$ cat config.mk
export PLATFORM = sky130hd
export DESIGN_NAME = wavegen_timer
export DESIGN_NICKNAME = d
export VERILOG_FILES = /design/src/rtl/wgt_pkg.sv /design/src/rtl/wgt_mode_decode.sv /design/src/rtl/wgt_counter.sv /design/src/rtl/wgt_cmp_buffer.sv /design/src/rtl/wgt_channel.sv /design/src/rtl/wavegen_timer.sv
export SDC_FILE = /design/constraint.sdc
export NUM_CORES = 1
export LEC_CHECK = 0
export ABC_AREA = 1
export BUFFER_PORTS_ARGS = -buffer_cell sky130_fd_sc_hd__buf_2
export CORE_MARGIN = 2
export CORE_UTILIZATION = 54
export CTS_CLUSTER_DIAMETER = 60
export DETAILED_ROUTE_END_ITERATION = 7
export PLACE_DENSITY = 0.78
export SYNTH_ARGS = -nofsm -noshare
export SYNTH_HDL_FRONTEND = slang
export SYNTH_SLANG_ARGS = --single-unit
$ cat constraint.sdc
create_clock -name clk -period 3.12 [get_ports clk]
set_input_delay 0.624 -clock clk [delete_from_list [all_inputs] [get_ports clk]]
set_output_delay 0.624 -clock clk [all_outputs]
set_load 0.02 [all_outputs]
$ cat src/rtl/wgt_pkg.sv
package wgt_pkg;

    typedef enum logic [1:0] {
        MODE_NORMAL = 2'd0,
        MODE_CTC    = 2'd1,
        MODE_FAST   = 2'd2,
        MODE_PHASE  = 2'd3
    } cnt_mode_t;

    typedef enum logic {
        ST_UP   = 1'b0,
        ST_DOWN = 1'b1
    } dir_state_t;

    typedef enum logic [1:0] {
        ACT_HOLD = 2'd0,
        ACT_SET  = 2'd1,
        ACT_CLR  = 2'd2,
        ACT_TGL  = 2'd3
    } pin_act_t;

    localparam logic [1:0] COM_OFF = 2'b00;
    localparam logic [1:0] COM_TGL = 2'b01;
    localparam logic [1:0] COM_CLR = 2'b10;
    localparam logic [1:0] COM_SET = 2'b11;

endpackage

$ cat src/rtl/wgt_mode_decode.sv
module wgt_mode_decode
    import wgt_pkg::*;
(
    input  logic [2:0] wgm,
    output cnt_mode_t  mode,
    output logic       top_from_a,
    output logic       pwm
);

    always_comb begin
        unique case (wgm)
            3'b001, 3'b101: mode = MODE_PHASE;
            3'b011, 3'b111: mode = MODE_FAST;
            3'b010:         mode = MODE_CTC;
            default:        mode = MODE_NORMAL;
        endcase
    end

    always_comb begin
        pwm        = (mode == MODE_FAST) || (mode == MODE_PHASE);
        top_from_a = (mode == MODE_CTC) || (pwm && wgm[2]);
    end

endmodule

$ cat src/rtl/wgt_counter.sv
module wgt_counter
    import wgt_pkg::*;
#(
    parameter int W = 8
) (
    input  logic         clk,
    input  logic         rst_n,
    input  cnt_mode_t    mode,
    input  logic [W-1:0] top,
    output logic [W-1:0] cnt,
    output logic         count_up,
    output logic         ovf
);

    localparam logic [W-1:0] MAX_CNT = {W{1'b1}};
    localparam logic [W-1:0] ONE     = {{(W-1){1'b0}}, 1'b1};

    dir_state_t   state, nxt_state;
    logic [W-1:0] nxt_cnt;

    // State register
    always_ff @(posedge clk) begin
        if (!rst_n) begin
            state <= ST_UP;
            cnt   <= '0;
        end else begin
            state <= nxt_state;
            cnt   <= nxt_cnt;
        end
    end

    // Next state and next count
    always_comb begin
        nxt_state = state;
        nxt_cnt   = cnt;
        if (mode != MODE_PHASE) begin
            nxt_state = ST_UP;                       // FORCE_UP
            nxt_cnt   = (cnt == top || cnt == MAX_CNT) ? '0 : cnt + ONE;
        end else begin
            unique case (state)
                ST_UP: begin
                    if (top == '0) begin
                        nxt_cnt = '0;
                    end else if (cnt >= top) begin
                        nxt_cnt   = cnt - ONE;
                        nxt_state = ST_DOWN;         // TURN_DOWN
                    end else begin
                        nxt_cnt = cnt + ONE;
                    end
                end
                ST_DOWN: begin
                    if (cnt == '0) begin
                        nxt_state = ST_UP;           // TURN_UP
                        nxt_cnt   = (top == '0) ? '0 : ONE;
                    end else begin
                        nxt_cnt = cnt - ONE;
                    end
                end
            endcase
        end
    end

    // Outputs
    always_comb begin
        count_up = (state == ST_UP);
        unique case (mode)
            MODE_NORMAL, MODE_CTC: ovf = (cnt == MAX_CNT);
            MODE_FAST:             ovf = (cnt == top);
            MODE_PHASE:            ovf = (state == ST_DOWN) && (cnt == '0);
        endcase
    end

    AST_NORMAL_WRAP: assert property (@(posedge clk) disable iff (!rst_n)
        (mode == MODE_NORMAL && ovf) |=> (cnt == '0));
    AST_CTC_WRAP: assert property (@(posedge clk) disable iff (!rst_n)
        (mode == MODE_CTC && cnt == top) |=> (cnt == '0));
    AST_FAST_WRAP: assert property (@(posedge clk) disable iff (!rst_n)
        (mode == MODE_FAST && cnt == top) |=> (cnt == '0));
    AST_PHASE_TURN: assert property (@(posedge clk) disable iff (!rst_n)
        (mode == MODE_PHASE && count_up && top != '0 && cnt >= top) |=> !count_up);

endmodule

$ cat src/rtl/wgt_cmp_buffer.sv
module wgt_cmp_buffer #(
    parameter int W = 8
) (
    input  logic         clk,
    input  logic         rst_n,
    input  logic         pwm,
    input  logic         load,
    input  logic [W-1:0] cmp_in,
    output logic [W-1:0] cmp_eff
);

    logic [W-1:0] held;

    always_ff @(posedge clk) begin
        if (!rst_n) begin
            held <= '0;
        end else if (!pwm || load) begin
            held <= cmp_in;
        end
    end

    always_comb begin
        cmp_eff = pwm ? held : cmp_in;
    end

    AST_BUF_HOLD: assert property (@(posedge clk) disable iff (!rst_n)
        (pwm && !load) |=> $stable(held));

endmodule

$ cat src/rtl/wgt_channel.sv
module wgt_channel
    import wgt_pkg::*;
#(
    parameter int W    = 8,
    parameter bit IS_A = 1'b1
) (
    input  logic         clk,
    input  logic         rst_n,
    input  cnt_mode_t    mode,
    input  logic         wgm_hi,
    input  logic [1:0]   com,
    input  logic         dir_en,
    input  logic [W-1:0] cnt,
    input  logic [W-1:0] ocr,
    input  logic [W-1:0] top,
    input  logic         count_up,
    output logic         pin,
    output logic         ovr,
    output logic         match_o
);

    logic     match, at_top, pwm, connected, ocr_top;
    pin_act_t act;

    always_comb begin
        match     = (cnt == ocr);
        at_top    = (cnt == top);
        ocr_top   = (ocr == top);
        pwm       = (mode == MODE_FAST) || (mode == MODE_PHASE);
        connected = (com != COM_OFF) && !(pwm && com == COM_TGL && !(IS_A && wgm_hi));
        act       = ACT_HOLD;
        if (com != COM_OFF) begin
            unique case (mode)
                MODE_NORMAL, MODE_CTC: begin
                    if (match) begin
                        unique case (com)
                            COM_TGL: act = ACT_TGL;
                            COM_CLR: act = ACT_CLR;
                            default: act = ACT_SET;
                        endcase
                    end
                end
                MODE_FAST: begin
                    if (com == COM_TGL) begin
                        if (connected && match) act = ACT_TGL;
                    end else if (at_top) begin
                        act = (com == COM_CLR) ? ACT_SET : ACT_CLR;
                    end else if (match) begin
                        act = (com == COM_CLR) ? ACT_CLR : ACT_SET;
                    end
                end
                MODE_PHASE: begin
                    if (com == COM_TGL) begin
                        if (connected && match) act = ACT_TGL;
                    end else if (match && ocr_top) begin
                        act = (com == COM_CLR) ? ACT_SET : ACT_CLR;
                    end else if (match) begin
                        if (count_up) act = (com == COM_CLR) ? ACT_CLR : ACT_SET;
                        else          act = (com == COM_CLR) ? ACT_SET : ACT_CLR;
                    end
                end
            endcase
        end
    end

    always_ff @(posedge clk) begin
        if (!rst_n) begin
            pin <= 1'b0;
        end else begin
            unique case (act)
                ACT_HOLD: pin <= pin;
                ACT_SET:  pin <= 1'b1;
                ACT_CLR:  pin <= 1'b0;
                ACT_TGL:  pin <= ~pin;
            endcase
        end
    end

    // Outputs
    always_comb begin
        ovr     = connected && dir_en;
        match_o = match;
    end

    AST_OFF_HOLDS: assert property (@(posedge clk) disable iff (!rst_n)
        (com == COM_OFF) |=> $stable(pin));
    AST_FAST_TOP_SET: assert property (@(posedge clk) disable iff (!rst_n)
        (mode == MODE_FAST && com == COM_CLR && at_top) |=> pin);
    AST_EQ_TOP_SET: assert property (@(posedge clk) disable iff (!rst_n)
        (mode == MODE_PHASE && com == COM_CLR && match && ocr_top) |=> pin);
    AST_NO_DRIVE: assert property (@(posedge clk) disable iff (!rst_n)
        (!dir_en) |-> !ovr);

endmodule

$ cat src/rtl/wavegen_timer.sv
module wavegen_timer
    import wgt_pkg::*;
#(
    parameter int W = 8
) (
    input  logic         clk,
    input  logic         rst_n,
    input  logic [2:0]   wgm,
    input  logic [1:0]   com_a,
    input  logic [1:0]   com_b,
    input  logic [W-1:0] cmp_a,
    input  logic [W-1:0] cmp_b,
    input  logic         dir_en_a,
    input  logic         dir_en_b,
    output logic         pin_a,
    output logic         pin_b,
    output logic         ovr_a,
    output logic         ovr_b,
    output logic         ovf,
    output logic         match_a,
    output logic         match_b
);

    localparam int           NUM_CH  = 2;
    localparam logic [W-1:0] MAX_CNT = {W{1'b1}};

    cnt_mode_t    mode;
    logic         top_from_a, pwm, count_up, load;
    logic [W-1:0] cnt, top;

    logic [1:0]   com_v    [NUM_CH];
    logic [W-1:0] cmp_v    [NUM_CH];
    logic [W-1:0] eff_v    [NUM_CH];
    logic         dir_v    [NUM_CH];
    logic         pin_v    [NUM_CH];
    logic         ovr_v    [NUM_CH];
    logic         match_v  [NUM_CH];

    always_comb begin
        com_v[0] = com_a;    com_v[1] = com_b;
        cmp_v[0] = cmp_a;    cmp_v[1] = cmp_b;
        dir_v[0] = dir_en_a; dir_v[1] = dir_en_b;
        top      = top_from_a ? eff_v[0] : MAX_CNT;
        load     = (cnt == top);
    end

    wgt_mode_decode u_decode (
        .wgm        (wgm),
        .mode       (mode),
        .top_from_a (top_from_a),
        .pwm        (pwm)
    );

    wgt_counter #(.W(W)) u_counter (
        .clk      (clk),
        .rst_n    (rst_n),
        .mode     (mode),
        .top      (top),
        .cnt      (cnt),
        .count_up (count_up),
        .ovf      (ovf)
    );

    for (genvar g = 0; g < NUM_CH; g++) begin : g_ch
        wgt_cmp_buffer #(.W(W)) u_buf (
            .clk     (clk),
            .rst_n   (rst_n),
            .pwm     (pwm),
            .load    (load),
            .cmp_in  (cmp_v[g]),
            .cmp_eff (eff_v[g])
        );

        wgt_channel #(.W(W), .IS_A(g == 0)) u_chan (
            .clk      (clk),
            .rst_n    (rst_n),
            .mode     (mode),
            .wgm_hi   (wgm[2]),
            .com      (com_v[g]),
            .dir_en   (dir_v[g]),
            .cnt      (cnt),
            .ocr      (eff_v[g]),
            .top      (top),
            .count_up (count_up),
            .pin      (pin_v[g]),
            .ovr      (ovr_v[g]),
            .match_o  (match_v[g])
        );
    end

    always_comb begin
        pin_a   = pin_v[0];   pin_b   = pin_v[1];
        ovr_a   = ovr_v[0];   ovr_b   = ovr_v[1];
        match_a = match_v[0]; match_b = match_v[1];
    end

endmodule

==> impl_metrics.csv, run 1 <==
group,metric,value,unit
grt,grt_use_total,0.291,
timing,clock_skew,0.0109,ns
grt,overflow,0,
logic_synthesis,synth_seq_cells,27,
logic_synthesis,syn_area_per_cell,5.88,µm²
timing,timing.final.ws_setup,0.0818,ns
route,routedWlPerCell,13.9,µm
layout,drive_gt1_frac,0.174,
power,power.density,298,nW/µm²
worst_setup_path,path_common_cell,"buf_4",
logic_synthesis,synth_nets,526,
place,dpl.hpwl,6620,µm
route,drc,0,
timing,holdWs,0.471,ns
logic_synthesis,synth_top_area_share,0.196,
place,dpl_worst_slack,-0.0714,ns
worst_setup_path,worstPathCellList,"buf_2 -> inv_4 -> nand2_2 -> buf_4 -> nand3_1 -> inv_1 -> ha_1 -> nand3_2 -> nor4_4 -> inv_2 -> o221ai_2 -> buf_4",
timing,finalSetupViolCount,0,
layout,stdcell_area,3270,µm²
worst_setup_path,crit_path_top_delay_cell,"ha_1",
logic_synthesis,yosysUniqueCellTypes,37,
timing,rsz0062_at_grt,"yes",
place,place_area,3150,µm²
logic_synthesis,ys.warnings.count,0,
run_status,status,"complete, no violations",
clock_tree,root_buffer,"clkbuf_8",
clock_tree,cts_tree,"yes",
layout,antenna_cells,0,
grt,antenna_found_initial,0,
place,io_buffers,33,
clock_tree,cts_made_buffers,3,
layout,fin_nets,568,
timing,slew_headroom,0.704,
clock_tree,postCtsSetupBuffers,0,
job,max-cap-violations,0,
clock_tree,clockBufferDepth,2,
worst_setup_path,critPathKind,"primary input to output port",
clock_tree,h-tree-depth,1,
die,die_w,76.5,µm
route,first_pass_iters,5,
worst_setup_path,critical_path_arrival,2.41,ns
worst_setup_path,reg2reg_slack,0.58,ns
grt,grt_max_degree,28,
logic_synthesis,synthFlopType,"dfxtp_1",
route,drt-initial-drc-count,280,
worst_setup_path,slowest_delay,0.29,ns
grt,grt_pass1_vias,2974,
hold_path,min_path_type,"register to register",
die,dieArea,5860,µm²
logic_synthesis,ys_seq_area_frac,0.190,
timing,max_slew.worst_pin.slew,0.441,ns
logic_synthesis,synth_top_cell_by_area,"nand2_1",
clock_tree,clk_pin_slew,0.10,ns
worst_setup_path,cp.required,2.50,ns
route,wl,8250,µm
layout,layout.cells.non_filler,594,
power,p_leak,1.73,nW
die,die-height,76.5,µm
die,core_area,5110,µm²
logic_synthesis,synth_area,2840,µm²
grt,grt_pass1_wl,13900,µm
die,io_pins,34,
clock_tree,insertion_delay,0.29,ns
power,peakVddDrop,0.282,mV
logic_synthesis,synthTopCellsByArea,"nand2_1 (20%), dfxtp_1 (19%), inv_1 (9.0%)",
worst_setup_path,cp-start-kind,"primary input",
timing,hold_viol,0,
route,vias,3139,
clock_tree,numClockSinks,27,
layout,layout_common_cells,"nand2_1 (148), inv_1 (67), nand3_1 (38)",
timing,report.final.slew_viol_count,0,
logic_synthesis,synth-async-reset-ratio,0,
logic_synthesis,netlist_instances,483,
place,dp_cells,589,
logic_synthesis,synth_edf_count,0,
place,gp_congestion,1.01,
die,start_util,0.556,
layout,final_common_cell,"nand2_1",
route,ant_nets,0,
route,vias_per_cell,5.28,
worst_setup_path,end_kind,"output port",
timing,fin_crit_sh,0.974,
die,num_rows,26,
timing,finalCriticalPeriod,3.04,ns
timing,clock.fmax,329,MHz
worst_setup_path,path_max_fanout,11,
layout,syn_to_final_growth,15.2,%
==> cell families (layout without fill, tap and decap cells) <==
kind of cell             after synthesis  after routing  synth area share
AO/OA/AOI/OAI                         70             70             0.144
XOR/XNOR                              22             22            0.0678
adder cells (fa/ha/maj)               16             16            0.0705
buffers and inverters                 90            131             0.133
flip-flops                            27             27             0.190
AND/OR/NAND/NOR                      258            258             0.394
==> layout make-up <==
| class | count | area [µm²] |
|---|---|---|
| Multi-Input combinational cell | 366 | 1960 |
| Fill cell | 514 | 1840 |
| Sequential cell | 27 | 541 |
| Timing Repair Buffer | 52 | 344 |
| Inverter | 75 | 288 |
| Tap cell | 70 | 87.6 |
| Clock buffer | 3 | 41.3 |
| Clock inverter | 1 | 7.51 |
==> through the flow <==
step           TNS (ns)  total power, W  utilization
6_report              0        0.000977        0.641
3_5_place_dp     -0.212        0.000746        0.617
3_3_place_gp          0        0.000740        0.617
5_1_grt        -0.00555         0.00105        0.641
4_1_cts               0        0.000963        0.626
2_1_floorplan         0        0.000643            -
==> power breakdown <==
group	total (W)	internal [W]	switching, W
clock network	0.000221	0.0000912	0.000130
logic	0.000378	0.000138	0.000240
registers	0.000378	0.000363	0.0000143
==> path summary, 6_finish.rpt <==
| path | startpoint | endpoint | cells after the start |
|---|---|---|---|
| worst max-delay path | wgm[0] | ovf | 12 |
| worst min-delay path | g_ch[0].u_chan.pin | g_ch[0].u_chan.pin | 2 |
| worst max register to register | g_ch[0].u_buf.held[3] | u_counter.cnt[2] | 13 |
| worst min register to register | g_ch[0].u_chan.pin | g_ch[0].u_chan.pin | 2 |
==> timing repair <==
item	CTS	global route
endpoints found under the setup margin	0	9
hold buffers	0	0
gates resized for setup	0	10
==> sequential cells by signal, summed over array words and instances (netlist names) <==
register         count
g_ch.u_buf.held     16
g_ch.u_chan.pin      2
u_counter.cnt        8
u_counter.state      1
==> per-layer routing <==
metal | part of all wire | GRT usage | wire, µm | up-vias
li1 | - | - | - | 1608
met1 | 0.45 | 0.396 | 3700 | 1373
met2 | 0.46 | 0.481 | 3760 | 139
met3 | 0.075 | 0.0427 | 622 | 19
met4 | 0.021 | 0.0745 | 177 | 0
met5 | 0 | 0 | 0 | -
==> worst max-delay path: cells and delay by family <==
family                     cells  cell delay (ns)
and+or+nand+nor                4             0.58
AOI/OAI and AO/OA              1             0.17
adders and majority gates      1             0.29
buffers and inverters          6             0.74
==> synth_stat cells, drive strengths merged, types with 4 or more instances <==
master / instances
nand2: 159
inv: 73
nor2: 42
nand3: 40
o21ai: 32
dfxtp: 27
a21oi: 25
xor2: 20
ha: 16
buf: 9
nor3: 9
clkbuf: 6
nand4: 6
o22ai: 4
Note: power is estimated with default switching activity, not from simulation.
==> run 2: changes to the inputs <==
- CORE_MARGIN: 2 -> 10
- CORE_UTILIZATION: 54 -> 55
- SYNTH_HIERARCHICAL: unset -> 1
==> impl_metrics.csv, run 2 <==
group,metric,value,unit
run_status,status,"complete, no violations",
logic_synthesis,synth_edf_count,0,
grt,grt_max_degree,24,
timing,holdWs,0.487,ns
timing,max_slew.worst_pin.slew,0.716,ns
logic_synthesis,netlist_instances,595,
timing,fin_tns_setup,0,ns
grt,grt_pass1_vias,3435,
clock_tree,clockBufferDepth,2,
timing,finalSetupViolCount,0,
clock_tree,insertion_delay,0.28,ns
worst_setup_path,critical_path_arrival,2.35,ns
route,first_pass_iters,5,
timing,fin_crit_sh,0.953,
clock_tree,cts_made_buffers,3,
place,place_area,3920,µm²
timing,rsz0062_at_grt,"no",
route,ant_nets,0,
place,gp_congestion,0.885,
worst_setup_path,startpoint,"wgm[0]",
worst_setup_path,path_max_fanout,16,
logic_synthesis,syn_area_per_cell,5.97,µm²
die,dieArea,10100,µm²
layout,stdcell_area,3980,µm²
grt,grt_use_total,0.183,
layout,fin_nets,691,
logic_synthesis,synth_area,3550,µm²
layout,largest_reg_flops,16,
timing,clock_skew,0.00524,ns
clock_tree,cts_tree,"yes",
route,vias_per_cell,5.03,
logic_synthesis,synth-async-reset-ratio,0,
layout,syn_to_final_growth,12.0,%
clock_tree,root_buffer,"clkbuf_8",
layout,top_regs,"g_ch.u_buf/held (16), u_counter/cnt (8), g_ch.u_chan/pin (2)",
logic_synthesis,synthTopCellsByCount,"nand2_1 (190), inv_1 (92), nor2_1 (59)",
grt,grt_pass1_wl,15700,µm
hold_path,min_path_type,"register to register",
timing,report.final.slew_viol_count,0,
logic_synthesis,post-synth-top-count-cell,"nand2_1",
logic_synthesis,synthTopCellsByArea,"nand2_1 (20%), dfxtp_1 (15%), inv_1 (9.7%)",
clock_tree,postCtsSetupBuffers,0,
layout,final_common_cell,"nand2_1",
grt,overflow,0,
layout,antenna_cells,0,
logic_synthesis,synth_nets,639,
die,start_util,0.563,
power,total_power,0.00104,W
logic_synthesis,ys_seq_area_frac,0.152,
die,num_rows,29,
route,routedWlPerCell,12.7,µm
power,p_leak,2.12,nW
worst_setup_path,cp-start-kind,"primary input",
power,peakVddDrop,0.248,mV
timing,slew_headroom,0.522,
logic_synthesis,synth_seq_cells,27,
logic_synthesis,synth_top_area_share,0.201,
power,power.density,263,nW/µm²
die,io_pins,34,
worst_setup_path,critPathKind,"primary input to output port",
worst_setup_path,timing.rr.start,"u_counter/cnt[5]",
clock_tree,h-tree-depth,1,
route,vias,3635,
die,die_w,100,µm
route,wl,9190,µm
grt,antenna_found_initial,0,
logic_synthesis,ys.warnings.count,6,
clock_tree,numClockSinks,27,
timing,clock.fmax,336,MHz
hold_path,min_from,"g_ch[1].u_chan/pin",
timing,finalCriticalPeriod,2.97,ns
worst_setup_path,cp.required,2.50,ns
layout,regMostFlops,"g_ch.u_buf/held",
logic_synthesis,yosysUniqueCellTypes,36,
route,drt-initial-drc-count,171,
layout,drive_gt1_frac,0.195,
worst_setup_path,end_kind,"output port",
logic_synthesis,synthFlopType,"dfxtp_1",
layout,layout_common_cells,"nand2_1 (190), inv_1 (92), nor2_1 (59)",
clock_tree,clk_pin_slew,0.10,ns
place,io_buffers,33,
die,die-height,100,µm
die,core_area,6310,µm²
place,dpl.hpwl,7250,µm
timing,hold_viol,0,
job,max-cap-violations,0,
route,drc,0,
logic_synthesis,synth_top_cell_by_area,"nand2_1",
==> run 2: changes by cell type after synthesis, sizes merged, moves of 8 or more <==
cell   delta
nand2    +47
xnor2    +35
o21ai     -8
inv      +26
a21oi    -14
nor2     +38
xor2      -9
nand3    +18
==> run 2: cells by family (layout without fill, tap and decap cells) <==
| group | count (synthesis) | count (layout) | share of synthesized area |
|---|---|---|---|
| compound gates | 39 | 39 | 0.0704 |
| xor+xnor | 48 | 48 | 0.118 |
| fa+ha+maj | 17 | 17 | 0.0599 |
| buf+inv | 115 | 166 | 0.149 |
| flops | 27 | 27 | 0.152 |
| simple gates | 349 | 349 | 0.451 |
==> run 2: worst max-delay path, stage by stage <==
cell      delay, ns
clkbuf_4       0.18
inv_2          0.05
nand3_2        0.06
nand2_1        0.09
buf_12         0.17
nand2_1        0.08
inv_1          0.06
ha_1           0.30
nand2_1        0.10
nor2_2         0.17
nand2_4        0.06
nand2_1        0.07
nand3_1        0.09
o21ai_2        0.07
buf_4          0.16
==> run 2: area by class of cell <==
class                           instances  area (µm²)
Timing Repair Buffer                   58         374
Clock inverter                          1        7.51
Tap cell                               77        96.3
Fill cell                             607        2330
Sequential cell                        27         541
Inverter                              104         430
Multi-Input combinational cell        453        2490
Clock buffer                            3        41.3
==> run 2: per-layer routing <==
layer	vias to the layer above	wire, µm	global-route usage
met4	0	76	0.0413
li1	1910	-	-
met5	-	0	0
met2	98	4520	0.325
met3	14	466	0.0288
met1	1613	4130	0.223
==> run 2: what timing repair did <==
item,CTS,global route
hold buffers,0,0
resized for setup,0,6
endpoints found under the setup margin,0,1
==> run 2: stage by stage <==
stage          std cells  setup WS, ns  utilization
2_1_floorplan        595        0.0179            -
3_3_place_gp         719         0.160        0.620
3_5_place_dp         719         0.106        0.620
4_1_cts              723        0.0985        0.628
5_1_grt              723        0.0191        0.630
6_report             723         0.146        0.630
==> run 2: final timing paths <==
check             slack [ns]  cells past startpoint            endpoint
setup / recovery        0.15                     15                 ovf
hold / removal          0.49                      2  g_ch[1].u_chan/pin
hold reg to reg         0.49                      2  g_ch[1].u_chan/pin
setup reg to reg        0.81                     11    u_counter/cnt[2]
==> run 2: power by group <==
group / total [W] / switching, W / internal (W)
registers: 0.000378 / 0.0000153 / 0.000363
logic: 0.000449 / 0.000264 / 0.000185
clock network: 0.000217 / 0.000126 / 0.0000911
total: 0.00104 / 0.000405 / 0.000639
==> run 3: changes to the inputs <==
- RECOVER_POWER: unset -> 50
==> impl_metrics.csv, run 3 (same netlist as run 2, synthesis figures left out) <==
group,metric,value,unit
timing,max_slew.worst_pin.slew,0.737,ns
grt,grt_use_total,0.183,
route,routedWlPerCell,12.7,µm
worst_setup_path,path_max_fanout,16,
power,p_sw,0.000406,W
power,p_int,0.000638,W
layout,layout_common_cells,"nand2_1 (190), inv_1 (93), nor2_1 (60)",
layout,drive_gt1_frac,0.186,
power,peakVddDrop,0.248,mV
clock_tree,cts_hold_buf,0,
grt,overflow,0,
layout,antenna_cells,0,
die,io_pins,34,
route,first_pass_iters,5,
worst_setup_path,critical_path_arrival,2.36,ns
route,drc,0,
layout,fin_nets,691,
grt,grt_pass1_vias,3435,
layout,top_regs,"g_ch.u_buf/held (16), u_counter/cnt (8), g_ch.u_chan/pin (2)",
route,vias,3640,
route,drt-initial-drc-count,185,
layout,syn_to_final_growth,11.7,%
timing,slew_headroom,0.507,
timing,hold_viol,0,
clock_tree,insertion_delay,0.28,ns
clock_tree,clk_pin_slew,0.10,ns
timing,fin_crit_sh,0.958,
worst_setup_path,end_kind,"output port",
layout,final_common_cell,"nand2_1",
power,sw_frac_of_total,0.389,
worst_setup_path,critPathKind,"primary input to output port",
worst_setup_path,cp.required,2.50,ns
timing,rsz0062_at_grt,"no",
run_status,status,"complete, no violations",
timing,holdWs,0.489,ns
die,die-height,100,µm
timing,clock.fmax,335,MHz
grt,grt_pass1_wl,15700,µm
clock_tree,clockBufferDepth,2,
clock_tree,postCtsSetupBuffers,0,
route,wl,9210,µm
power,power.density,263,nW/µm²
grt,antenna_found_initial,0,
clock_tree,h-tree-depth,1,
clock_tree,cts_made_buffers,3,
power,p_clk_frac,0.208,
timing,clock_skew,0.00423,ns
route,ant_nets,0,
route,vias_per_cell,5.03,
die,die_w,100,µm
place,dpl.hpwl,7250,µm
clock_tree,cts_resized,0,
clock_tree,cts_tree,"yes",
timing,report.final.slew_viol_count,0,
hold_path,min_path_type,"register to register",
timing,finalCriticalPeriod,2.99,ns
place,io_buffers,33,
clock_tree,numClockSinks,27,
die,dieArea,10100,µm²
power,p_leak,2.10,nW
place,gp_congestion,0.885,
power,power_frac_seq,0.363,
die,num_rows,29,
clock_tree,root_buffer,"clkbuf_8",
die,core_area,6310,µm²
die,start_util,0.563,
layout,largest_reg_flops,16,
job,max-cap-violations,0,
layout,regMostFlops,"g_ch.u_buf/held",
grt,grt_max_degree,24,
power,comb_power_share,0.429,
timing,fin_tns_setup,0,ns
worst_setup_path,cp-start-kind,"primary input",
timing,finalSetupViolCount,0,
run 3: layout make-up:
cell class	instances	area, µm²
clock inverters	1	7.51
inverters	104	430
fillers	612	2340
multi-input cells	453	2490
clock buffers	3	41.3
well taps	77	96.3
repair buffers	58	367
flip-flops and latches	27	541
run 3: metal layers:
layer	up-vias	track usage	part of all wire
met4	0	0.0413	0.010
li1	1909	-	-
met3	12	0.0288	0.050
met1	1626	0.223	0.45
met5	-	0	0
met2	93	0.325	0.49
run 3: per-stage QoR:
step	cells	cell area (µm²)	total power (W)	util	setup slack, ns
final	723	3970	0.00104	0.629	0.131
after global routing	723	3970	0.00112	0.629	0.0139
after CTS	723	3970	0.00105	0.628	0.0985
after detailed placement	719	3920	0.000826	0.620	0.106
after global placement	719	3920	0.000812	0.620	0.160
after floorplan	595	3560	0.000712	-	0.0179
run 3: power groups by stage:
stage / combinational [W] / clock (W) / sequential (W)
2_1_floorplan: 0.000325 / 0 / 0.000387
3_3_place_gp: 0.000426 / 0 / 0.000386
6_report: 0.000448 / 0.000217 / 0.000379
3_5_place_dp: 0.000440 / 0 / 0.000386
5_1_grt: 0.000502 / 0.000240 / 0.000381
4_1_cts: 0.000443 / 0.000229 / 0.000378
run 3: path summary, 6_finish.rpt:
kind | from | to | slack (ns) | cells after the start
worst max-delay path | wgm[0] | ovf | 0.13 | 15
worst max register to register | g_ch[0].u_buf/held[4] | g_ch[0].u_buf/held[1] | 0.78 | 14
worst min-delay path | g_ch[1].u_chan/pin | g_ch[1].u_chan/pin | 0.49 | 2
worst min register to register | g_ch[1].u_chan/pin | g_ch[1].u_chan/pin | 0.49 | 2
run 3: critical path, stage by stage:
cell      delay [ns]
clkbuf_4        0.18
inv_1           0.07
nand3_2         0.06
nand2_1         0.09
buf_12          0.17
nand2_1         0.08
inv_1           0.06
ha_1            0.30
nand2_1         0.10
nor2_2          0.17
nand2_4         0.07
nand2_1         0.07
nand3_1         0.09
o21ai_2         0.07
buf_4           0.16
